==> config.mk <==
export PLATFORM = sky130hd
export DESIGN_NAME = cmov_set_unit
export DESIGN_NICKNAME = d
export VERILOG_FILES = /design/src/rtl/cmov_pkg.sv /design/src/rtl/cmov_cond_eval.sv /design/src/rtl/cmov_size_mask.sv /design/src/rtl/cmov_set_unit.sv
export SDC_FILE = /design/constraint.sdc
export NUM_CORES = 1
export LEC_CHECK = 0
export CAP_MARGIN = 0
export CORE_UTILIZATION = 35
export DETAILED_ROUTE_END_ITERATION = 6
export GPL_ROUTABILITY_DRIVEN = 0
export GPL_TIMING_DRIVEN = 0
export PLACE_DENSITY = 0.81
export SYNTH_ARGS = -nofsm -noshare
export SYNTH_HDL_FRONTEND = slang
export SYNTH_SLANG_ARGS = --single-unit
==> constraint.sdc <==
create_clock -name clk_i -period 2.24 [get_ports clk_i]
set_clock_uncertainty 0.1 [all_clocks]
set_input_delay 0.336 -clock clk_i [delete_from_list [all_inputs] [get_ports clk_i]]
set_output_delay 0.336 -clock clk_i [all_outputs]
set_load 0.005 [all_outputs]
==> src/rtl/cmov_pkg.sv <==
package cmov_pkg;

    typedef enum logic [1:0] {
        OP_MOVE  = 2'b00,
        OP_CMOVE = 2'b01,
        OP_SET   = 2'b10,
        OP_NONE  = 2'b11
    } op_e;

    typedef enum logic [1:0] {
        SEL_N = 2'b00,
        SEL_C = 2'b01,
        SEL_Z = 2'b10,
        SEL_V = 2'b11
    } flag_sel_e;

    typedef struct packed {
        logic n;
        logic c;
        logic z;
        logic v;
    } flags_t;

    // bits [2:1] pick the flag, bit 0 inverts the test
    function automatic logic cond_true(input logic [2:0] cc, input flags_t f);
        logic picked;
        case (flag_sel_e'(cc[2:1]))
            SEL_N:   picked = f.n;
            SEL_C:   picked = f.c;
            SEL_Z:   picked = f.z;
            default: picked = f.v;
        endcase
        return picked ^ cc[0];
    endfunction

endpackage

==> src/rtl/cmov_cond_eval.sv <==
module cmov_cond_eval
    import cmov_pkg::*;
(
    input  logic [2:0] cond_i,
    input  flags_t     flags_i,
    output logic       hit_o
);
    always_comb hit_o = cond_true(cond_i, flags_i);
endmodule

==> src/rtl/cmov_size_mask.sv <==
module cmov_size_mask #(
    parameter int DATA_W = 64,
    parameter int SIZE_W = 3
) (
    input  logic [DATA_W-1:0] src_i,
    input  logic [SIZE_W-1:0] size_i,
    output logic [DATA_W-1:0] data_o,
    output logic              zero_o,
    output logic              neg_o
);
    localparam int              BYTES  = DATA_W / 8;
    localparam logic [SIZE_W-1:0] MAX_SZ = SIZE_W'(BYTES - 1);

    logic [SIZE_W-1:0] sz_eff;
    logic [BYTES-1:0]  top_hit;

    always_comb sz_eff = (size_i > MAX_SZ) ? MAX_SZ : size_i;

    for (genvar b = 0; b < BYTES; b++) begin : g_byte
        assign data_o[b*8 +: 8] = (SIZE_W'(b) <= sz_eff) ? src_i[b*8 +: 8] : 8'h00;
        assign top_hit[b]       = (SIZE_W'(b) == sz_eff) & src_i[b*8 + 7];
    end

    always_comb begin
        zero_o = (data_o == '0);
        neg_o  = |top_hit;
    end
endmodule

==> src/rtl/cmov_set_unit.sv <==
module cmov_set_unit
    import cmov_pkg::*;
#(
    parameter int DATA_W = 64,
    parameter int SIZE_W = 3
) (
    input  logic              clk_i,
    input  logic              rst_i,
    input  logic [DATA_W-1:0] src_i,
    input  logic [DATA_W-1:0] dst_i,
    input  logic [SIZE_W-1:0] size_i,
    input  logic [1:0]        op_i,
    input  logic [2:0]        cond_i,
    input  logic              flag_n_i,
    input  logic              flag_c_i,
    input  logic              flag_z_i,
    input  logic              flag_v_i,
    output logic [DATA_W-1:0] dst_o,
    output logic              wr_o,
    output logic              z_o,
    output logic              n_o
);
    flags_t            flags;
    logic              hit;
    logic [DATA_W-1:0] mv_data;
    logic              mv_zero;
    logic              mv_neg;
    op_e               op;
    logic [DATA_W-1:0] nxt_data;
    logic              nxt_wr;
    logic              nxt_z;
    logic              nxt_n;

    assign flags = '{n: flag_n_i, c: flag_c_i, z: flag_z_i, v: flag_v_i};
    assign op    = op_e'(op_i);

    cmov_cond_eval u_cond (
        .cond_i  (cond_i),
        .flags_i (flags),
        .hit_o   (hit)
    );

    cmov_size_mask #(.DATA_W(DATA_W), .SIZE_W(SIZE_W)) u_mask (
        .src_i  (src_i),
        .size_i (size_i),
        .data_o (mv_data),
        .zero_o (mv_zero),
        .neg_o  (mv_neg)
    );

    always_comb begin
        nxt_data = dst_i;
        nxt_wr   = 1'b0;
        nxt_z    = flag_z_i;
        nxt_n    = flag_n_i;
        case (op)
            OP_MOVE, OP_CMOVE: begin
                if (op == OP_MOVE || hit) begin
                    nxt_data = mv_data;
                    nxt_wr   = 1'b1;
                    nxt_z    = mv_zero;
                    nxt_n    = mv_neg;
                end
            end
            OP_SET: begin
                nxt_data = {{(DATA_W-1){1'b0}}, hit};
                nxt_wr   = 1'b1;
            end
            default: ;
        endcase
    end

    always_ff @(posedge clk_i) begin
        if (rst_i) begin
            dst_o <= '0;
            wr_o  <= 1'b0;
            z_o   <= 1'b0;
            n_o   <= 1'b0;
        end else begin
            dst_o <= nxt_data;
            wr_o  <= nxt_wr;
            z_o   <= nxt_z;
            n_o   <= nxt_n;
        end
    end
endmodule

Word level (Yosys, flattened, before mapping) --
Cells that the tools add are included.
Operators by class: $lt $le $gt $ge 9, equal/unequal tests 11, mux-type cells 18, bitwise logic cells 9, reductions and logical operators 7
Operators by type and width (count):
- one-hot mux 64 bit (2 select lines) | 1
- logical NOT 64 bit | 1
- 2-to-1 mux 64 bit | 1
- 2-to-1 mux 8 bit | 8
- == test 3 bit, first input constant | 4
- <= comparator 3 bit, first input constant | 4
- AND 1 bit | 8
- OR reduction 8 bit | 1
- == test 2 x 3 -> 1 bit, first input constant | 2
- <= comparator 1 x 3 -> 1 bit, first input constant | 2
- <= comparator 2 x 3 -> 1 bit, first input constant | 2
- 2-to-1 mux 1 bit | 5
- == test 2 x 1 -> 1 bit, second input constant | 2
- == test 2 bit, second input constant | 2
- logical NOT 2 bit | 2
- == test 1 x 3 -> 1 bit, first input constant | 1
- greater-than comparator 3 bit, second input constant | 1
- logical NOT 3 bit | 1
- 2-to-1 mux 3 bit | 1
- one-hot mux 1 bit (3 select lines) | 1
- one-hot mux 1 bit (2 select lines) | 1
- OR reduction 2 bit | 1
- logical OR 1 bit | 1
- bitwise XOR 1 bit | 1
Storage, ports and cells: bits in registers 67, input port bits 142, output and inout port bits 67, logic and storage cells 58

Longest topological paths before layout --
depth after elaboration 7, gate-level depth with buffers 7, depth with buffers taken out 5

Hierarchy --
A second synthesis with hierarchy kept.
Unflattened totals: cell total of the unflattened synthesis 440, area total of the unflattened synthesis 3622.2 sq um
By module, submodules not included:
- cmov_set_unit | instances 1, cells an instance 314, area each 2772.7 sq um, sequential area each 1341.3 sq um
- cmov_size_mask | instances 1, cells an instance 124, area each 818.3 sq um, sequential area each 0.0 sq um
- cmov_cond_eval | instances 1, cells an instance 2, area each 31.3 sq um, sequential area each 0.0 sq um

Least setup slack after synthesis --
Ideal clock, no wire load.
kind input-to-reg, start point input cond_i[1], end point register dst_o[20], library setup time 0.070 ns, arrival time 1.794 ns, data required time 2.070 ns, setup slack 0.275 ns, stages 6, cells stage by stage mux4_2 xnor2_4 a21oi_2 clkbuf_1 nand3_1 a21oi_1
On the way: longest elaborated chain between the ends 6, elaborated cells between the ends (all ways) 8, those cells by class 2 x eq/ne; 3 x mux; 1 x bitwise; 2 x reduce/logical
RTL lines:
- start, declared | RTL line cmov_set_unit.sv:13 | input logic [2:0] cond_i,
- == test 2 bit (tied with other cells) | RTL line cmov_pkg.sv:27 | case (flag_sel_e'(cc[2:1]))
- one-hot mux 1 bit (3 select lines) * | RTL line cmov_pkg.sv:27
- bitwise XOR 1 bit * | RTL line cmov_pkg.sv:33 | return picked ^ cc[0];
- logical OR 1 bit * | RTL line cmov_set_unit.sv:58 | if (op == OP_MOVE || hit) begin
- 2-to-1 mux 64 bit * | RTL line cmov_set_unit.sv:58
- one-hot mux 64 bit (2 select lines) * | RTL line cmov_set_unit.sv:56 | case (op)
- end signal, assigned | RTL line cmov_set_unit.sv:80 | dst_o <= nxt_data;
- end, declared | RTL line cmov_set_unit.sv:18 | output logic [DATA_W-1:0] dst_o,
Mark *: on every way between the ends. The rest lies on a longest branch, timed or not. A chain may end at the register's enable or synchronous reset.

Worst setup path in the final report --
start point input flag_v_i, end point register n_o
On the way: longest elaborated chain between the ends 5
RTL lines:
- start, declared | RTL line cmov_set_unit.sv:17 | input logic flag_v_i,
- one-hot mux 1 bit (3 select lines) | RTL line cmov_pkg.sv:27
- bitwise XOR 1 bit | RTL line cmov_pkg.sv:33
- logical OR 1 bit | RTL line cmov_set_unit.sv:58
- 2-to-1 mux 1 bit | RTL line cmov_set_unit.sv:58
- 2-to-1 mux 1 bit | RTL line cmov_set_unit.sv:56
- end signal, assigned | RTL line cmov_set_unit.sv:83 | n_o <= nxt_n;
- end, declared | RTL line cmov_set_unit.sv:21 | output logic n_o
No other way between the ends.

==> out/metrics.cfg <==
[status]
result_of_the_run = complete, no violations

[floorplanning]
design.core.area_sq_mm = 0.00793
dieWidth_microns = 93.5
floorplan.initialDensity_pct = 36.9
rows = 32
count_of_boundary_i_o_pins = 209
die_h_microns = 93.5
die_area_sq_mm = 0.00873

[global_routing]
grt_pass1_wl_microns = 18800
global_route.usage.total_pct = 28.7
grt_antenna_before_repair = 0
via_count_of_the_first_global_routing_pass = 3660
grt_start_max_net_pins = 13
grt.overflow.total = 0

[final_layout]
antenna_cells_inserted = 0
final.fill_count = 628
final_nets = 701
layout-drive-gt1-share_pct = 10.8
area_growth_pct = 91.6
multi_input_area_sq_mm = 0.00151
finish.cell_count_without_fillers = 666
flip_flop_and_latch_area_sq_mm = 0.00134

[pwr]
comb_power_share_pct = 27.0
power_density_mw_per_mm2 = 588
power.net_switching_uw = 865
finalPower_mw = 3.30
vdd.ir_drop.worst_uv = 327
internal_power_mw = 2.43
leakagePower_nw = 2.11
power.switching_fraction_pct = 26.2
clockPowerShare_pct = 33.9
power.sequential.fraction_pct = 39.1

[route]
ant_nets = 0
vias = 3647
routedWlPerCell_microns = 19.2
drt_drc_violations_left = 0
routed_wl_microns = 12800
initialDrtViolationCount = 167
detail_route.first_pass.iterations = 4
viasPerCell = 5.48

[clock_tree]
ctsHtreeMaxLevel = 3
cts_max_path_buffers = 2
numClockSinks = 67
clk_pin_slew_worst_paths_ps = 80
cts_tree = yes
numCtsBuffers = 9
cts.hold.buffers_added = 0
cts.root.buffer_cell = clkbuf_8

[synthesis]
synth_fp_nets = 472
synth.distinct_cells = 48
synth.cells.most_frequent = dfxtp_1, nand3_1, a21oi_1
dominant_cell_type_by_area_after_synthesis = dfxtp_1
postSynthCellCount = 330
number_of_enable_flip_flop_cells_after_synthesis = 0
synthFlopType = dfxtp_1
ys_ff_latch = 67
syn-mean-instance-area_sq_um = 8.87
synth_top_cells_by_area = dfxtp_1, nand3_1, a22o_1
synth_sequential_area_ratio_pct = 45.8
post-synth-top-count-cell = dfxtp_1
yosysWarningCount = 0
postSynth.asyncResetShare_pct = 0
yosys_top_cell_area_share_pct = 45.8
combined_area_of_all_synthesized_cells_sq_mm = 0.00293

[timing]
fin_crit_sh_pct = 99.7
achievable-frequency_mhz = 448
finalHoldViolCount = 0
final.min_clock_period_ps = 2230
slew_viol_final = 0
worst_slew_margin_rel_pct = 53.6
finalWorstSetupSlack_ps = 5.65
setup-violations-final = 0
rsz_0062_raised_after_global_routing = yes
hold_ws_ps = 292
tightestPinTransition_ps = 689

[setup_path]
worst_setup_path_start_kind = input port
cp.arrival_ps = 2350
critPathCaptureType = flip-flop
worst_ep_required_time_ps = 2360
path_max_fanout = 6
worstSetupPathType = input port to flip-flop

[hold_path]
min-delay-start = flag_n_i
timing.hold.worst_path_depth = 3
min_path_type = input port to flip-flop
min_to = n_o$_SDFF_PP0_

[place]
port_buf_inserts = 204
dpl.cell_count = 636
dp_worst_setup_slack_ps = -587
dp.final_hpwl_microns = 9710

[flow_run]
number_of_max_capacitance_violations_reported = 0

repair_timing:
action,in CTS,in global routing
gates cloned,1,2
buffers inserted,6,5
pin swaps,9,2
gates resized for setup,27,13
setup endpoints to repair,57,43
per-layer routing:
metal | global-route usage [%] | wire length (microns)
met1 | 32.5 | 4920
met2 | 50.2 | 6280
met3 | 8.62 | 1230
met4 | 11.7 | 377
met5 | 0 | 0
critical path, stage by stage:
cell and delay [ps]:
clkdlybuf4s50_1 400, mux4_2 530, xnor2_4 180, buf_12 150, a21oi_4 210, buf_8 150
buf_2 180, buf_4 140, a311oi_2 70
cell families (layout without fill, tap and decap cells):
group / after synthesis / in the layout / synth area share, %
compound gates: 109 / 109 / 25.1
xor+xnor: 1 / 1 / 0.940
fa+ha+maj: 2 / 2 / 0.684
buf+inv: 33 / 267 / 5.04
flops: 67 / 67 / 45.8
mux: 4 / 4 / 2.69
simple gates: 114 / 114 / 19.7
how the worst max path moves through the flow:
stage	start	slack, ps	to	cells after the start
2_1_floorplan	cond_i[1]	280	dst_o[20]$_SDFF_PP0_	6
3_3_place_gp	cond_i[1]	-570	dst_o[23]$_SDFF_PP0_	7
3_5_place_dp	cond_i[1]	-590	dst_o[23]$_SDFF_PP0_	7
4_1_cts	src_i[51]	8	z_o$_SDFF_PP0_	6
5_1_grt	flag_v_i	-30	n_o$_SDFF_PP0_	9
6_report	flag_v_i	6	n_o$_SDFF_PP0_	9
registers in the layout, indices dropped and copies added (netlist names):
name / flops
z_o: 1
n_o: 1
wr_o: 1
dst_o: 64
final cells by class:
type,instances,share of cell area [%]
Clock buffer,10,2.28
Clock inverter,6,1.61
Inverter,4,0.268
Timing Repair Buffer,218,39.4
Multi-Input combinational cell,230,27.0
Buffer,29,3.26
Tap cell,102,2.28
Sequential cell,67,23.9
placed cells by master (no fill, tap or decap), types with 3 or more instances in the layout:
cell	synthesis	layout
clkdlybuf4s50_1	0	201
dfxtp_1	67	67
nand3_1	46	46
a21oi_1	39	36
nand2_1	34	34
a22o_1	24	24
clkbuf_1	17	17
buf_4	2	10
clkbuf_8	0	9
o21ai_0	10	7
buf_6	1	6
and3_1	7	6
a31oi_1	7	6
or4_1	5	5
nor3_1	5	5
inv_1	4	4
clkinvlp_4	0	4
mux4_2	3	3
buf_2	7	3
a21o_1	3	3
nand4_1	3	3
o21ai_1	1	3
a21oi_2	1	3
nor2_1	3	3
nor4_1	3	3
o211ai_1	3	3
buf_12	0	3
per-stage QoR:
stage               area (sq um)  utilization, %  setup TNS (ps)
floorplan                   2930               -               0
global placement            5100            64.3          -24360
detailed placement          5100            64.3          -26740
CTS                         5510            69.5               0
global route                5610            70.8           -72.3
finish                      5610            70.8               0
power by group through the flow:
stage	clock network [mW]	registers, mW	logic, mW
4_1_cts	1.13	1.29	0.849
6_report	1.12	1.29	0.891
2_1_floorplan	0	1.33	0.254
3_5_place_dp	0	1.32	0.773
3_3_place_gp	0	1.31	0.760
5_1_grt	1.19	1.30	0.947
(Power assumes the default switching activity.)
